<file path="src/rtl/vidctl_pkg.sv">
package vidctl_pkg;

    localparam int GRID_COLS = 80;
    localparam int CELL_PX   = 8;
    localparam int LOC_W     = 16;
    localparam int SCAN_W    = 4;
    localparam int NREG      = 256;
    localparam int IDX_W     = $clog2(NREG);

    localparam int ROW_MAX   = ((1 << LOC_W) - 1) / GRID_COLS;
    localparam int COL_W     = $clog2(GRID_COLS);
    localparam int Y_W       = $clog2(ROW_MAX * CELL_PX + (1 << SCAN_W));
    localparam int X_W       = $clog2(GRID_COLS * CELL_PX + 1);

    typedef enum logic [2:0] {
        PORT_INDEX  = 3'd0,
        PORT_DATA   = 3'd1,
        PORT_STATUS = 3'd6
    } port_sel_e;

    localparam logic [7:0] REG_SCAN_TOP = 8'h0A;
    localparam logic [7:0] REG_SCAN_BOT = 8'h0B;
    localparam logic [7:0] REG_LOC_HI   = 8'h0E;
    localparam logic [7:0] REG_LOC_LO   = 8'h0F;

    typedef struct packed {
        logic [Y_W-1:0] top;
        logic [Y_W-1:0] bot;
        logic [X_W-1:0] left;
        logic [X_W-1:0] right;
        logic           en;
    } cur_geom_t;

    function automatic logic is_cursor_reg(input logic [7:0] idx);
        return (idx == REG_SCAN_TOP) || (idx == REG_SCAN_BOT) ||
               (idx == REG_LOC_HI)   || (idx == REG_LOC_LO);
    endfunction

    function automatic logic hide_code(input logic [1:0] fld);
        return fld == 2'b01;
    endfunction

endpackage

</file>
<file path="src/rtl/vidctl_bus.sv">
module vidctl_bus
    import vidctl_pkg::*;
(
    input  logic              clk,
    input  logic              rst,
    input  logic [2:0]        off,
    input  logic              rd,
    input  logic              wr,
    input  logic [7:0]        wdata,
    output logic [7:0]        rdata,
    output logic [7:0]        idx,
    output logic [5:0]        scan_top_fld,
    output logic [SCAN_W-1:0] scan_bot_fld,
    output logic [LOC_W-1:0]  loc
);

    logic [7:0] regs [NREG];
    logic       stat_q;
    logic       rd_q;
    logic       rd_first;

    assign rd_first = rd && !rd_q;

    always_ff @(posedge clk) begin
        if (rst) begin
            idx    <= '0;
            stat_q <= 1'b0;
            rd_q   <= 1'b0;
            rdata  <= '0;
            for (int i = 0; i < NREG; i++) begin
                regs[i] <= '0;
            end
        end else begin
            rd_q <= rd;
            if (wr) begin
                case (off)
                    PORT_INDEX: idx <= wdata;
                    PORT_DATA:  regs[idx[IDX_W-1:0]] <= wdata;
                    default: ;
                endcase
            end
            if (rd_first) begin
                case (off)
                    PORT_INDEX:  rdata <= idx;
                    PORT_DATA:   rdata <= regs[idx[IDX_W-1:0]];
                    PORT_STATUS: begin
                        stat_q <= ~stat_q;
                        rdata  <= {7'b0, ~stat_q};
                    end
                    default:     rdata <= '0;
                endcase
            end
        end
    end

    assign scan_top_fld = regs[REG_SCAN_TOP][5:0];
    assign scan_bot_fld = regs[REG_SCAN_BOT][SCAN_W-1:0];
    assign loc          = {regs[REG_LOC_HI], regs[REG_LOC_LO]};

endmodule

</file>
<file path="src/rtl/vidctl_div.sv">
module vidctl_div #(
    parameter int WIDTH   = 16,
    parameter int DIVISOR = 80,
    localparam int RW     = $clog2(DIVISOR),
    localparam int CW     = $clog2(WIDTH)
) (
    input  logic             clk,
    input  logic             rst,
    input  logic             start,
    input  logic [WIDTH-1:0] dividend,
    output logic             done,
    output logic [WIDTH-1:0] quo,
    output logic [RW-1:0]    rem
);

    logic          busy;
    logic [CW-1:0] cnt;
    logic [RW:0]   shifted;
    logic [RW:0]   trial;
    logic          fits;

    assign shifted = {rem, quo[WIDTH-1]};
    assign fits    = shifted >= (RW+1)'(DIVISOR);
    assign trial   = shifted - (RW+1)'(DIVISOR);

    always_ff @(posedge clk) begin
        if (rst) begin
            busy <= 1'b0;
            done <= 1'b0;
            cnt  <= '0;
            quo  <= '0;
            rem  <= '0;
        end else begin
            done <= 1'b0;
            if (start) begin
                busy <= 1'b1;
                cnt  <= '0;
                quo  <= dividend;
                rem  <= '0;
            end else if (busy) begin
                rem <= fits ? trial[RW-1:0] : shifted[RW-1:0];
                quo <= {quo[WIDTH-2:0], fits};
                cnt <= cnt + 1'b1;
                if (cnt == CW'(WIDTH - 1)) begin
                    busy <= 1'b0;
                    done <= 1'b1;
                end
            end
        end
    end

endmodule

</file>
<file path="src/rtl/vidctl_cursor.sv">
module vidctl_cursor
    import vidctl_pkg::*;
(
    input  logic              clk,
    input  logic              rst,
    input  logic              cur_wr,
    input  logic [5:0]        scan_top_fld,
    input  logic [SCAN_W-1:0] scan_bot_fld,
    input  logic [LOC_W-1:0]  loc,
    output cur_geom_t         geom,
    output logic              valid
);

    logic             pend;
    logic             done;
    logic [LOC_W-1:0] quo;
    logic [COL_W-1:0] rem;
    logic             commit;
    logic [Y_W-1:0]   row_y;
    logic [X_W-1:0]   col_x;

    vidctl_div #(
        .WIDTH  (LOC_W),
        .DIVISOR(GRID_COLS)
    ) u_div (
        .clk     (clk),
        .rst     (rst),
        .start   (pend),
        .dividend(loc),
        .done    (done),
        .quo     (quo),
        .rem     (rem)
    );

    assign commit = done && !pend && !cur_wr;
    assign row_y  = Y_W'(quo) * Y_W'(CELL_PX);
    assign col_x  = X_W'(rem) * X_W'(CELL_PX);

    always_ff @(posedge clk) begin
        if (rst) begin
            pend       <= 1'b0;
            valid      <= 1'b1;
            geom.top   <= '0;
            geom.bot   <= '0;
            geom.left  <= '0;
            geom.right <= X_W'(CELL_PX);
            geom.en    <= 1'b1;
        end else begin
            pend <= cur_wr;
            if (cur_wr) begin
                valid <= 1'b0;
            end else if (commit) begin
                valid      <= 1'b1;
                geom.top   <= row_y + Y_W'(scan_top_fld[SCAN_W-1:0]);
                geom.bot   <= row_y + Y_W'(scan_bot_fld);
                geom.left  <= col_x;
                geom.right <= col_x + X_W'(CELL_PX);
                geom.en    <= !hide_code(scan_top_fld[5:4]);
            end
        end
    end

endmodule

</file>
<file path="src/rtl/vidctl_regport.sv">
module vidctl_regport
    import vidctl_pkg::*;
(
    input  logic           clk,
    input  logic           rst,
    input  logic [2:0]     io_off,
    input  logic           io_rd,
    input  logic           io_wr,
    input  logic [7:0]     io_wdata,
    output logic [7:0]     io_rdata,
    output logic [Y_W-1:0] cur_top,
    output logic [Y_W-1:0] cur_bot,
    output logic [X_W-1:0] cur_left,
    output logic [X_W-1:0] cur_right,
    output logic           cur_en,
    output logic           cur_valid
);

    logic [7:0]        bus_idx;
    logic [5:0]        scan_top_fld;
    logic [SCAN_W-1:0] scan_bot_fld;
    logic [LOC_W-1:0]  loc;
    logic              cur_wr;
    cur_geom_t         geom;

    vidctl_bus u_bus (
        .clk         (clk),
        .rst         (rst),
        .off         (io_off),
        .rd          (io_rd),
        .wr          (io_wr),
        .wdata       (io_wdata),
        .rdata       (io_rdata),
        .idx         (bus_idx),
        .scan_top_fld(scan_top_fld),
        .scan_bot_fld(scan_bot_fld),
        .loc         (loc)
    );

    assign cur_wr = io_wr && (io_off == PORT_DATA) && is_cursor_reg(bus_idx);

    vidctl_cursor u_cursor (
        .clk         (clk),
        .rst         (rst),
        .cur_wr      (cur_wr),
        .scan_top_fld(scan_top_fld),
        .scan_bot_fld(scan_bot_fld),
        .loc         (loc),
        .geom        (geom),
        .valid       (cur_valid)
    );

    assign cur_top   = geom.top;
    assign cur_bot   = geom.bot;
    assign cur_left  = geom.left;
    assign cur_right = geom.right;
    assign cur_en    = geom.en;

endmodule

</file>
<file path="config.mk">
export PLATFORM = sky130hd
export DESIGN_NAME = vidctl_regport
export DESIGN_NICKNAME = d
export VERILOG_FILES = /design/src/rtl/vidctl_pkg.sv /design/src/rtl/vidctl_bus.sv /design/src/rtl/vidctl_div.sv /design/src/rtl/vidctl_cursor.sv /design/src/rtl/vidctl_regport.sv
export SDC_FILE = /design/constraint.sdc
export NUM_CORES = 2
export LEC_CHECK = 0
export ABC_AREA = 1
export BUFFER_PORTS_ARGS = -buffer_cell sky130_fd_sc_hd__buf_2
export CAP_MARGIN = 0
export CORE_MARGIN = 4
export CORE_UTILIZATION = 55
export DETAILED_ROUTE_END_ITERATION = 8
export GPL_ROUTABILITY_DRIVEN = 0
export PLACE_DENSITY_LB_ADDON = 0.3
export SLEW_MARGIN = 20
export SYNTH_ARGS = -nofsm -noshare
export SYNTH_HDL_FRONTEND = slang
export SYNTH_HIERARCHICAL = 1
export SYNTH_SLANG_ARGS = --single-unit
</file>
<file path="constraint.sdc">
create_clock -name clk -period 3 [get_ports clk]
set_clock_uncertainty 0.1 [all_clocks]
set_input_delay 0.6 -clock clk [delete_from_list [all_inputs] [get_ports clk]]
set_output_delay 0.6 -clock clk [all_outputs]
set_load 0.05 [all_outputs]
</file>
==> out/results.txt <==
Clk_lat worst skew: 860 ps
Post-route setup slack: -16.10 ps
DR vias: 76200
Syn Area/Cell: 9.612 um2
VDD IR-drop max: 508.1 uV
Ys Warns: 6
Synth cell types: 37
Row count: 154
Crit Path Category: reg2reg
Run status: finished with violations
Most frequent cells after synthesis: 2684 x nand2_1, 2122 x nor2_1, 2081 x nand3_1
GRT Util Overall: 30.14%
Multi-input logic area: 30010 um2
Failing checks: negative setup slack
Fmax: 331.6 MHz
Synth Register Bits: 2146
CTS tree: done
Iteration count of the initial detailed-routing pass: 8
H-tree depth: 4
Sequential cell area: 63480 um2
Overflow left after global routing: 0
IO Count: 71
Post-DP HPWL: 175.7 mm
Die H: 428.6 um
Most used DFF post-synth: edfxtp_1
Mean routed wirelength per cell: 22.54 um
Leakage: 0.04283 uW
Max Root-Sink Buffers: 3
Sink Count: 2146
Layout area overhead: 12.44%
Clock-pin slew on the worst setup and hold paths: 60 ps
HP Class: in2reg
Cell with the most instances after synthesis: nand2_1
Util after Layout: 62.13%
CTS Root Cell: clkbuf_16
Port Buf Inserts: 64
Max-slew headroom at the worst pin: 25.48%
Largest net degree at the start of global routing: 106
Setup violations, final: 1
Clock period minus final worst setup slack: 3016 ps
# Max-Cap Violations: 0
Crit path DAT: 3680 ps
Synth Cell Area: 97310 um2
Worst EP required: 3670 ps
Pwr Total: 64390 uW
PD cells: 588.5 nW/um2
Antenna Violating Nets Remaining: 0
Post-Route WL: 285.3 mm
Vias per inst: 6.021
Core footprint: 176100 um2
DRC marker count from the first detailed-route iteration: 11170
Cells after Synth: 10120
Final hold violations: 0
Ys async rst share: 0%
Seq/Total Area, Yosys: 65.21%
Cell accounting for the most synthesized area: edfxtp_1
Crit end category: flop
Die ar.: 183700 um2
Layout cell share with drive strength beyond 1: 9.534%
EDFF count, synth: 2048
Initial Utilization: 55.26%
Final period util: 100.5%
Area share of the largest cell type after synthesis: 63.20%
CTS buffer count: 210
Placed Instances: 12250
Initial antenna violation count: 4
Final Max Tran Viols: 0
Hold slack: 98.69 ps
Drt drc: 0
Crit path launch type: flop
First-pass GRT wire length: 426.8 mm
Worst-path fanout max: 69
Die Wd: 428.6 um
Non-Filler Instances: 12660
Least-Margin Pin Slew: 1114 ps
Synth area leaders: edfxtp_1 63%, nand3_1 11%, nand2_1 10%, nor2_1 8.2%, dfxtp_1 2.0%
TNS Setup: -16.10 ps
Vias in the first global route: 71970
Final nets: 10160
Filler instances: 13840
[cells by family (layout without fill, tap and decap cells)]
kind of cell | Yosys count | in the layout | share of synthesized area [%]
flops | 2146 | 2146 | 65.21
xor+xnor | 12 | 12 | 0.1080
fa+ha+maj | 8 | 8 | 0.1029
compound gates | 118 | 118 | 0.6904
buf+inv | 879 | 1060 | 4.082
simple gates | 6960 | 6960 | 29.80
other cells | 1 | 12 | 0.003853
[sequential cells by signal (all words and copies together) (netlist names), 4 cells and up, named ones only]
signal and cells:
u_bus/idx 8, u_bus/rdata 8, u_bus/regs 2048, u_cursor/geom 41
u_cursor/u_div/cnt 4, u_cursor/u_div/quo 16, u_cursor/u_div/rem 7
[cells in the final DEF, fill, tap and decap left out, types with 36 or more instances in the layout]
cell and instances:
buf_2 64, clkbuf_16 214, clkbuf_1 47, nand2_2 43
a21oi_1 57, nand3_1 2074, buf_4 369, edfxtp_1 2048
nor2_1 2104, inv_1 84, clkinv_1 46, o21ai_0 36
nand2_1 2684, dfxtp_1 93, buf_12 117
[layer usage]
layer	up-vias	track usage [%]	share of wire, %
met5	-	0	0.0095
met4	4	14.87	5.3
met3	776	6.099	12
met2	4896	47.88	46
met1	36290	39.81	36
li1	34230	-	-
[through the flow]
step	worst slack, ps	instance area [um2]
2_1_floorplan	432.7	97330
3_3_place_gp	42.38	102400
3_5_place_dp	19.17	102400
4_1_cts	59.83	109200
5_1_grt	-0.2836	109400
6_report	-16.10	109400
[critical path: stages (launching register included)]
cell and delay, ps:
dfxtp_4 500, buf_12 230, buf_12 290, nand2_1 100, nand3_1 130, nand3_1 120
nand3_1 150, nand3_1 140, nand3_1 240, nand3_1 280, nand3_1 230, nand3_1 90
nand2_1 80, nand2_1 50, a21oi_1 130
[path summary, 6_finish.rpt]
kind | from | slack (ps) | end | depth (start not counted)
setup / recovery | flop | -20 | u_bus/rdata[3] | 14
hold / removal | io_wdata[3] | 100 | flop | 3
setup reg to reg | flop | -20 | u_bus/rdata[3] | 14
hold reg to reg | u_cursor/geom[15] | 360 | u_cursor/geom[15] | 2
[power breakdown]
part	internal, uW	switching (uW)	leakage (uW)
logic	1030	3260	0.0176
registers	33600	316	0.0219
clock network	14800	11300	0.00330
total	49500	14900	0.0428
[what timing repair did]
action,in CTS,in global routing
endpoints found under the setup margin,0,8
hold buffers,1,0
buffers inserted,0,6
gates resized for setup,0,17
hold endpoints to repair,1,0
[final cells by class]
cell class	count	share of cell area, %
Tap cell	2340	2.676
Sequential cell	2146	58.01
Timing Repair inverter	2	0.02058
Inverter	113	0.5020
Timing Repair Buffer	560	5.133
Antenna cell	6	0.01372
Clock buffer	266	5.108
Clock inverter	119	1.108
Multi-Input combinational cell	7104	27.43
Note: power is estimated with default switching activity, not from simulation.
